===== src/rtl/i2c_start_pkg.sv =====
// Shared definitions for the start-condition sequencer.
// Assumes: flag index order matches the flag_clr mask documented at the top.
package i2c_start_pkg;
    typedef enum logic [1:0] {
        ST_IDLE = 2'd0,
        ST_PH1  = 2'd1,
        ST_PH2  = 2'd2
    } seq_state_e;

    localparam int FLG_INTR = 0;
    localparam int FLG_BCOL = 1;
    localparam int FLG_WCOL = 2;
    localparam int FLG_N    = 3;
endpackage


===== src/rtl/i2c_baud_timer.sv =====
// Reloadable down-counter that times one sequencer phase.
// Assumes: load has priority over counting; tc is meaningful only while run=1,
// so one phase spans reload+1 cycles from the load edge to the acting edge.
module i2c_baud_timer #(
    parameter int CNT_W = 7
) (
    input  logic             clk,
    input  logic             rst_n,
    input  logic             load,
    input  logic             run,
    input  logic [CNT_W-1:0] reload,
    output logic             tc
);
    logic [CNT_W-1:0] cnt_q;

    // Count register: load, then decrement toward zero while running.
    always_ff @(posedge clk) begin
        if (!rst_n) begin
            cnt_q <= '0;
        end else if (load) begin
            cnt_q <= reload;
        end else if (run && (cnt_q != '0)) begin
            cnt_q <= cnt_q - 1'b1;
        end
    end

    // Terminal count flag for the controlling state machine.
    always_comb tc = run && (cnt_q == '0);
endmodule


===== src/rtl/i2c_start_fsm.sv =====
// Phase sequencer: checks the bus, runs two timed phases and drives SDA.
// Assumes: start_en is the registered control bit; start_acc pulses on the edge
// that sets it. Events are single-cycle combinational pulses to the registers.
module i2c_start_fsm
    import i2c_start_pkg::*;
(
    input  logic clk,
    input  logic rst_n,
    input  logic start_en,
    input  logic start_acc,
    input  logic sda_in,
    input  logic scl_in,
    input  logic tc,
    output logic ld,
    output logic run,
    output logic sda_oe,
    output logic ev_start,
    output logic ev_done,
    output logic ev_bcol
);
    seq_state_e state_q, state_d;

    // Next-state and event decode for the start sequence.
    always_comb begin
        state_d  = state_q;
        ld       = 1'b0;
        ev_start = 1'b0;
        ev_done  = 1'b0;
        ev_bcol  = 1'b0;
        run      = (state_q != ST_IDLE);
        case (state_q)
            ST_IDLE: begin
                if (start_en) begin
                    if (sda_in && scl_in) begin
                        ld      = 1'b1;
                        state_d = ST_PH1;
                    end else begin
                        ev_bcol = 1'b1;
                    end
                end
            end
            ST_PH1: begin
                if (!scl_in) begin
                    ev_bcol = 1'b1;
                    state_d = ST_IDLE;
                end else if (tc) begin
                    if (sda_in) begin
                        ev_start = 1'b1;
                        ld       = 1'b1;
                        state_d  = ST_PH2;
                    end else begin
                        ev_bcol = 1'b1;
                        state_d = ST_IDLE;
                    end
                end
            end
            ST_PH2: begin
                if (tc) begin
                    ev_done = 1'b1;
                    state_d = ST_IDLE;
                end
            end
            default: state_d = ST_IDLE;
        endcase
    end

    // State register.
    always_ff @(posedge clk) begin
        if (!rst_n) state_q <= ST_IDLE;
        else        state_q <= state_d;
    end

    // SDA pull-low enable: set at the Start, released by abort or new request.
    always_ff @(posedge clk) begin
        if (!rst_n)                  sda_oe <= 1'b0;
        else if (ev_bcol || start_acc) sda_oe <= 1'b0;
        else if (ev_start)           sda_oe <= 1'b1;
    end
endmodule


===== src/rtl/i2c_start_regs.sv =====
// Host-visible registers: control field with lockout, data buffer, status
// bit and sticky flags. Assumes control bit 0 is the start enable and that a
// set event outranks a host clear.
module i2c_start_regs
    import i2c_start_pkg::*;
#(
    parameter int CTRL_W = 5,
    parameter int DATA_W = 8
) (
    input  logic              clk,
    input  logic              rst_n,
    input  logic              ctrl_wr,
    input  logic [CTRL_W-1:0] ctrl_wdata,
    input  logic              buf_wr,
    input  logic [DATA_W-1:0] buf_wdata,
    input  logic              flag_clr_wr,
    input  logic [FLG_N-1:0]  flag_clr,
    input  logic              ev_start,
    input  logic              ev_done,
    input  logic              ev_bcol,
    output logic [CTRL_W-1:0] ctrl_q,
    output logic [DATA_W-1:0] buf_q,
    output logic              start_det,
    output logic [FLG_N-1:0]  flag_q,
    output logic              start_acc
);
    logic             locked;
    logic             ctrl_take;
    logic [FLG_N-1:0] flag_set;

    // Write qualification against the in-progress lockout.
    always_comb begin
        locked    = ctrl_q[0];
        ctrl_take = ctrl_wr && !locked;
        start_acc = ctrl_take && ctrl_wdata[0];
    end

    // Control field: host load when unlocked, hardware clears start enable.
    always_ff @(posedge clk) begin
        if (!rst_n)                  ctrl_q    <= '0;
        else if (ctrl_take)          ctrl_q    <= ctrl_wdata;
        else if (ev_done || ev_bcol) ctrl_q[0] <= 1'b0;
    end

    // Data buffer: loads only while no start is pending.
    always_ff @(posedge clk) begin
        if (!rst_n)                 buf_q <= '0;
        else if (buf_wr && !locked) buf_q <= buf_wdata;
    end

    // Start-detected bit: set at the Start, cleared by a new request or abort.
    always_ff @(posedge clk) begin
        if (!rst_n)                     start_det <= 1'b0;
        else if (ev_start)              start_det <= 1'b1;
        else if (start_acc || ev_bcol)  start_det <= 1'b0;
    end

    // Set sources of the sticky flags.
    always_comb begin
        flag_set           = '0;
        flag_set[FLG_INTR] = ev_start;
        flag_set[FLG_BCOL] = ev_bcol;
        flag_set[FLG_WCOL] = buf_wr && locked;
    end

    generate
        for (genvar i = 0; i < FLG_N; i++) begin : g_flag
            // One sticky flag: set wins, then host clear.
            always_ff @(posedge clk) begin
                if (!rst_n)                        flag_q[i] <= 1'b0;
                else if (flag_set[i])              flag_q[i] <= 1'b1;
                else if (flag_clr_wr && flag_clr[i]) flag_q[i] <= 1'b0;
            end
        end
    endgenerate
endmodule


===== src/rtl/i2c_start_seq.sv =====
// Top of the I2C master start-condition sequencer. Ties the host registers,
// the phase state machine and the baud timer together. Assumes sda_in and
// scl_in are already synchronised samples of the wired bus.
module i2c_start_seq
    import i2c_start_pkg::*;
#(
    parameter int BRG_W  = 7,
    parameter int CTRL_W = 5,
    parameter int DATA_W = 8
) (
    input  logic              clk,
    input  logic              rst_n,
    input  logic              ctrl_wr,
    input  logic [CTRL_W-1:0] ctrl_wdata,
    input  logic              buf_wr,
    input  logic [DATA_W-1:0] buf_wdata,
    input  logic [BRG_W-1:0]  reload,
    input  logic              flag_clr_wr,
    input  logic [FLG_N-1:0]  flag_clr,
    input  logic              sda_in,
    input  logic              scl_in,
    output logic              sda_oe,
    output logic              scl_oe,
    output logic              start_det,
    output logic              intr_flag,
    output logic              bcol_flag,
    output logic              wcol_flag,
    output logic [CTRL_W-1:0] ctrl_rd,
    output logic [DATA_W-1:0] buf_q
);
    logic             ld, run, tc;
    logic             ev_start, ev_done, ev_bcol, start_acc;
    logic [FLG_N-1:0] flag_q;

    i2c_start_regs #(.CTRL_W(CTRL_W), .DATA_W(DATA_W)) u_regs (
        .clk(clk), .rst_n(rst_n),
        .ctrl_wr(ctrl_wr), .ctrl_wdata(ctrl_wdata),
        .buf_wr(buf_wr), .buf_wdata(buf_wdata),
        .flag_clr_wr(flag_clr_wr), .flag_clr(flag_clr),
        .ev_start(ev_start), .ev_done(ev_done), .ev_bcol(ev_bcol),
        .ctrl_q(ctrl_rd), .buf_q(buf_q), .start_det(start_det),
        .flag_q(flag_q), .start_acc(start_acc)
    );

    i2c_start_fsm u_fsm (
        .clk(clk), .rst_n(rst_n),
        .start_en(ctrl_rd[0]), .start_acc(start_acc),
        .sda_in(sda_in), .scl_in(scl_in), .tc(tc),
        .ld(ld), .run(run), .sda_oe(sda_oe),
        .ev_start(ev_start), .ev_done(ev_done), .ev_bcol(ev_bcol)
    );

    i2c_baud_timer #(.CNT_W(BRG_W)) u_timer (
        .clk(clk), .rst_n(rst_n),
        .load(ld), .run(run), .reload(reload), .tc(tc)
    );

    // Flag fan-out and the SCL enable, which the Start never pulls.
    always_comb begin
        intr_flag = flag_q[FLG_INTR];
        bcol_flag = flag_q[FLG_BCOL];
        wcol_flag = flag_q[FLG_WCOL];
        scl_oe    = 1'b0;
    end
endmodule


===== config.mk =====
export PLATFORM = sky130hd
export DESIGN_NAME = i2c_start_seq
export DESIGN_NICKNAME = d
export VERILOG_FILES = /design/src/rtl/i2c_start_pkg.sv /design/src/rtl/i2c_baud_timer.sv /design/src/rtl/i2c_start_fsm.sv /design/src/rtl/i2c_start_regs.sv /design/src/rtl/i2c_start_seq.sv
export SDC_FILE = /design/constraint.sdc
export NUM_CORES = 1
export LEC_CHECK = 0
export BUFFER_PORTS_ARGS = -buffer_cell sky130_fd_sc_hd__buf_2
export CAP_MARGIN = 25
export CORE_UTILIZATION = 48
export DETAILED_ROUTE_END_ITERATION = 8
export PLACE_DENSITY_LB_ADDON = 0.25
export SLEW_MARGIN = 25
export SYNTH_ARGS = -nofsm -noshare
export SYNTH_HDL_FRONTEND = slang
export SYNTH_SLANG_ARGS = --single-unit

===== constraint.sdc =====
create_clock -name clk -period 1.8 [get_ports clk]
set_input_delay 0.36 -clock clk [delete_from_list [all_inputs] [get_ports clk]]
set_output_delay 0.36 -clock clk [all_outputs]
set_load 0.02 [all_outputs]

After elaboration in Yosys (flattened, before gate mapping)
Cells that the tools add are included.
{"block": "word_totals", "reg_bits": 27, "inputBits": 30, "out_inout_bits": 19, "wordCells": 77}
{"block": "classes", "addsub": 1, "n_eq_ne": 6, "muxes": 34, "n_bitwise": 1, "reduce_logical": 25}
{"cell": "1-bit 2-to-1 mux", "n": 23}
{"cell": "7-bit 2-to-1 mux", "n": 2}
{"cell": "2-bit nonzero test", "n": 7}
{"cell": "2-bit 2-to-1 mux", "n": 6}
{"cell": "1-bit logical AND", "n": 10}
{"cell": "7-bit logical NOT", "n": 1}
{"cell": "7-bit nonzero test", "n": 1}
{"cell": "7-bit by 1-bit subtractor with 7-bit output, second input constant", "n": 1}
{"cell": "2-bit one-hot mux with 3 select lines", "n": 1}
{"cell": "2-bit inequality test, second input constant", "n": 2}
{"cell": "1-bit one-hot mux with 2 select lines", "n": 2}
{"cell": "4-bit AND reduction", "n": 1}
{"cell": "3-bit inequality test, second input constant", "n": 1}
{"cell": "2-bit by 1-bit == test with 1-bit output, second input constant", "n": 1}
{"cell": "2-bit == test, second input constant", "n": 1}
{"cell": "2-bit logical NOT", "n": 1}
{"cell": "1-bit logical OR", "n": 2}
{"cell": "2-bit by 1-bit inequality test with 1-bit output, second input constant", "n": 1}
{"cell": "2-bit OR reduction", "n": 1}
{"cell": "1-bit logical NOT", "n": 1}
{"cell": "1-bit inverter", "n": 1}

Depth between registers and ports, before layout
{"block": "depth", "depth_word": 8, "depth_mapped": 7, "ltp_nobuf": 6}

By module
A second synthesis with hierarchy kept.
{"block": "hier_totals", "hier_cells": 141, "hier_area_um2": 1331.3}
{"module": "i2c_start_regs", "n_inst": 1, "cells_per_inst": 61, "area_each_um2": 658.1, "seq_area_each_um2": 340.3}
{"module": "i2c_baud_timer", "n_inst": 1, "cells_per_inst": 56, "area_each_um2": 469.2, "seq_area_each_um2": 140.1}
{"module": "i2c_start_fsm", "n_inst": 1, "cells_per_inst": 22, "area_each_um2": 192.7, "seq_area_each_um2": 60.1}
{"module": "i2c_start_seq", "n_inst": 1, "cells_per_inst": 2, "area_each_um2": 11.3, "seq_area_each_um2": 0.0}

Worst setup path before layout
Ideal clock, no wire load.
{"block": "synth_path", "path_type": "reg-to-reg", "from": "register u_timer.cnt_q[0]", "to": "register u_timer.cnt_q[5]", "setup_time_ns": 0.124, "t_arrival_ns": 1.403, "t_required_ns": 1.676, "setup_slack_ns": 0.274, "stages_incl_launch_ff": 7, "path_buffers": 0, "synth_period_minus_slack_ns": 1.526, "path_cell_list": "dfxtp_1 -> inv_1 -> ha_1 -> nor2b_1 -> a21boi_1 -> o21ai_0 -> nor4b_2"}
{"block": "synth_between", "elab_chain_len": 6, "word_cells_on_any_way": 11, "cone_classes": "add/sub: 1; mux: 5; reduce/logical: 5"}
{"item": "start, declared", "line_no": "i2c_baud_timer.sv:14", "rtl": "logic [CNT_W-1:0] cnt_q;"}
{"item": "start signal, assigned", "line_no": "i2c_baud_timer.sv:21", "rtl": "cnt_q <= reload;"}
{"item": "start signal, assigned", "line_no": "i2c_baud_timer.sv:23", "rtl": "cnt_q <= cnt_q - 1'b1;"}
{"item": "parallel branches: the longest is 6 deep, another holds 7-bit by 1-bit subtractor with 7-bit output"}
Parallel ways; which one is timed is not known. The select of a mux whose other input is x is not followed.
A chain may end at the register's enable or synchronous reset.

Final worst setup path
{"block": "layout_path", "from": "register u_timer.cnt_q[3]", "to": "register u_timer.cnt_q[5]"}
The elaborated chain is that of the path after synthesis.

==> results.md <==
* RSZ-0062 raised after global routing: false
* Setup Viol. Count Final at 0
* CTS tree: yes
* Seq cells post-synth at 27
* Cell count of the worst reg-to-reg path at 4
* Tcrit/Tclk final at 92.0%
* Cell area after synthesis at 0.00130 sq mm
* Antenna Violating Nets Remaining at 0
* # port buffers at 47
* Worst vdd ir at 0.571 mV
* Synth unique cells at 42
* # clock sinks at 27
* Min Tclk post-route at 1.66 ns
* Least-Margin Pin Slew at 0.554 ns
* Largest net degree at the start of global routing at 26
* Simple-gate area share of the yosys netlist at 22.9%
* Initial Util at 51.4%
* GR Util All Layers at 23.5%
* Rel. slew slack at 63.1%
* Post-synthesis compound-gate area fraction at 17.9%
* Yosys top cell by area: dfxtp_1
* Cts bufs inserted at 3
* Routed WL at 3.07 mm
* 1st-iter DRT viols at 26
* Worst EP arrival at 1.87 ns
* DRT met1 WL at 1.36 mm
* Die Wd at 54.0 um
* CP Capture Type: register
* WP buf/inv at 0
* First-pass GRT wire length at 5.01 mm
* Routability cong. at 0.842
* Mux share of post-synthesis cell area at 9.26%
* Clock Skews at 0.00436 ns
* I/O pin cnt at 49
* Top FF cell, synth: dfxtp_1
* Power Density at 672 mW/mm^2
* Yosys top cell area share at 41.7%
* Syn Inst Count at 142
* Syn Area/Cell at 9.14 sq um
* Fin Hold WS at 0.255 ns
* Clock Root Buffer: clkbuf_4
* Asr flop ratio synth at 0%
* # diodes at 0
* DR top layer: met4
* Final #Nets at 222
* Area grow syn2layout at 22.1%
* Syn nets at 174
* Worst-path clk slew at 0.15 ns
* Drt first pass iters at 4
* Post-synthesis sequential area ratio at 41.7%
* Synth Area in Adders at 1.93%
* Largest family of logic cells by synthesized area: simple AND/OR/NAND/NOR gates
* Status: completed
* Met2 WL at 1.53 mm
* Drt wl/cell at 14.0 um
* DR vias/cell at 5.75
* Synth area leaders: dfxtp_1, mux2i_1, o21ai_0, nor2_1, a31oi_1
* Routed vias at 1259
* XOR/XNOR Fraction of Synth Area at 1.35%
* Initial antenna violation count at 0
* Vias in the first global route at 1210
* Hold Crit Class: in -> reg
* Worst Hold Depth at 3
* Fmax at 604 MHz
* Crit Path Max Fanout at 10
* Delay-heaviest family, CP: simple AND/OR/NAND/NOR gates
* DRC at 0
* Post-CTS setup buffer count at 0
* Synth warnings at 0
* Max stage delay on crit path at 0.47 ns
* Number of placement rows at 18
* List of most frequent post-synthesis cells: dfxtp_1, nor2_1, mux2i_1
* Required @ worst endpoint at 2.01 ns
* Setup CP Type: reg -> reg
* MaxCap Viol Count at 0
* Die ar. at 0.00291 sq mm
* Final Hold Vio Count at 0
* Leak at 0.000713 uW
* Setup crit start kind: register
* Routed length on met3 at 136 um
* Final HPWL from detailed placement at 2.21 mm
* Placeable Area at 0.00252 sq mm
* Slowest CP cell: nor4_4
* Max clock buf depth at 2
* Worst path cell trace: nor4_4, nand3_2, a21oi_1, nor4b_2
* Number of flops mapped to enable cells by yosys at 0
* Crit path depth at 4
* Fin Setup TNS at 0 ns
* GRT Residual Overflow at 0
* Count leader, synth: dfxtp_1
* H-tree levels at 1
* Clk_lat worst skew at 0.33 ns
* Die Ht at 54.0 um
* Slew Limit Fails at 0
* Layout cell share with drive strength beyond 1 at 33.3%
[per-stage QoR]
stage	std cells	power (uW)	setup WS [ns]	area (sq um)	utilization (%)
4_1_cts	219	1070	0.0819	1580	62.6
6_report	219	1070	0.144	1580	62.8
3_5_place_dp	215	811	0.119	1550	61.6
5_1_grt	219	1100	0.0514	1580	62.8
2_1_floorplan	142	743	0.274	1300	-
3_3_place_gp	215	805	0.197	1550	61.6
[final timing paths]
check	from	to	slack (ns)
setup / recovery	u_timer.cnt_q[3]	u_timer.cnt_q[5]	0.14
hold / removal	ctrl_wdata[4]	u_regs.ctrl_q[4]	0.25
setup reg to reg	u_timer.cnt_q[3]	u_timer.cnt_q[5]	0.14
hold reg to reg	u_regs.flag_q[0]	u_regs.flag_q[0]	0.48
[what timing repair did]
item | CTS | global route
hold buffers | 0 | 0
resized for setup | 0 | 2
endpoints found under the setup margin | 0 | 7
[cells by family (layout without fill, tap and decap cells)]
logic type | count (synthesis) | in the layout
compound gates | 37 | 37
xor+xnor | 2 | 2
fa+ha+maj | 2 | 2
buf+inv | 12 | 59
flops | 27 | 27
mux | 12 | 12
other cells | 1 | 1
simple gates | 49 | 49
[sequential cells by signal, summed over array words and instances, names as in the netlist]
signal            flops
u_regs.buf_q          8
u_regs.ctrl_q         5
u_timer.cnt_q         7
u_regs.flag_q         3
u_fsm.state_q         2
u_regs.start_det      1
u_fsm.sda_oe          1
[where the power goes]
part           internal [uW]  total, uW  leakage (uW)  switching (uW)
clock network           86.9        267     0.0000150             180
registers                620        633      0.000220            13.8
logic                   72.8        164      0.000478            91.6
total                    779       1070      0.000713             286
[layout make-up]
type	instances	area (sq um)
timing repair buffer	51	265
clock buffer	4	26.3
multi-input combinational	103	699
inverter	4	15.0
sequential	27	541
fill	228	938
tap	30	37.5
[layer usage]
| metal | GRT usage, % | vias up |
|---|---|---|
| met4 | 8.97 | 0 |
| met3 | 2.54 | 5 |
| li1 | - | 610 |
| met2 | 44.0 | 43 |
| met1 | 26.9 | 601 |
| met5 | 0 | - |
[tightest hold or removal path, delay by kind of cell]
family / cells / cell delay, ns
and+or+nand+nor: 1 / 0.07
buffers and inverters: 1 / 0.07
muxes: 1 / 0.05
[placed cells by master (no fill, tap or decap), types with 2 or more instances in the layout]
| cell | count |
|---|---|
| buf_2 | 47 |
| nand4b_1 | 2 |
| ha_1 | 2 |
| mux2i_1 | 12 |
| nor2_1 | 14 |
| o22ai_1 | 2 |
| nor2b_1 | 3 |
| dfxtp_1 | 27 |
| o21ai_0 | 11 |
| a31oi_1 | 7 |
| clkbuf_4 | 3 |
| inv_1 | 3 |
| a21boi_1 | 2 |
| a21oi_1 | 6 |
| buf_4 | 4 |
| nand2_1 | 9 |
| o211ai_1 | 2 |
| nand4_1 | 6 |
| and4b_1 | 2 |
(Power assumes the default switching activity.)
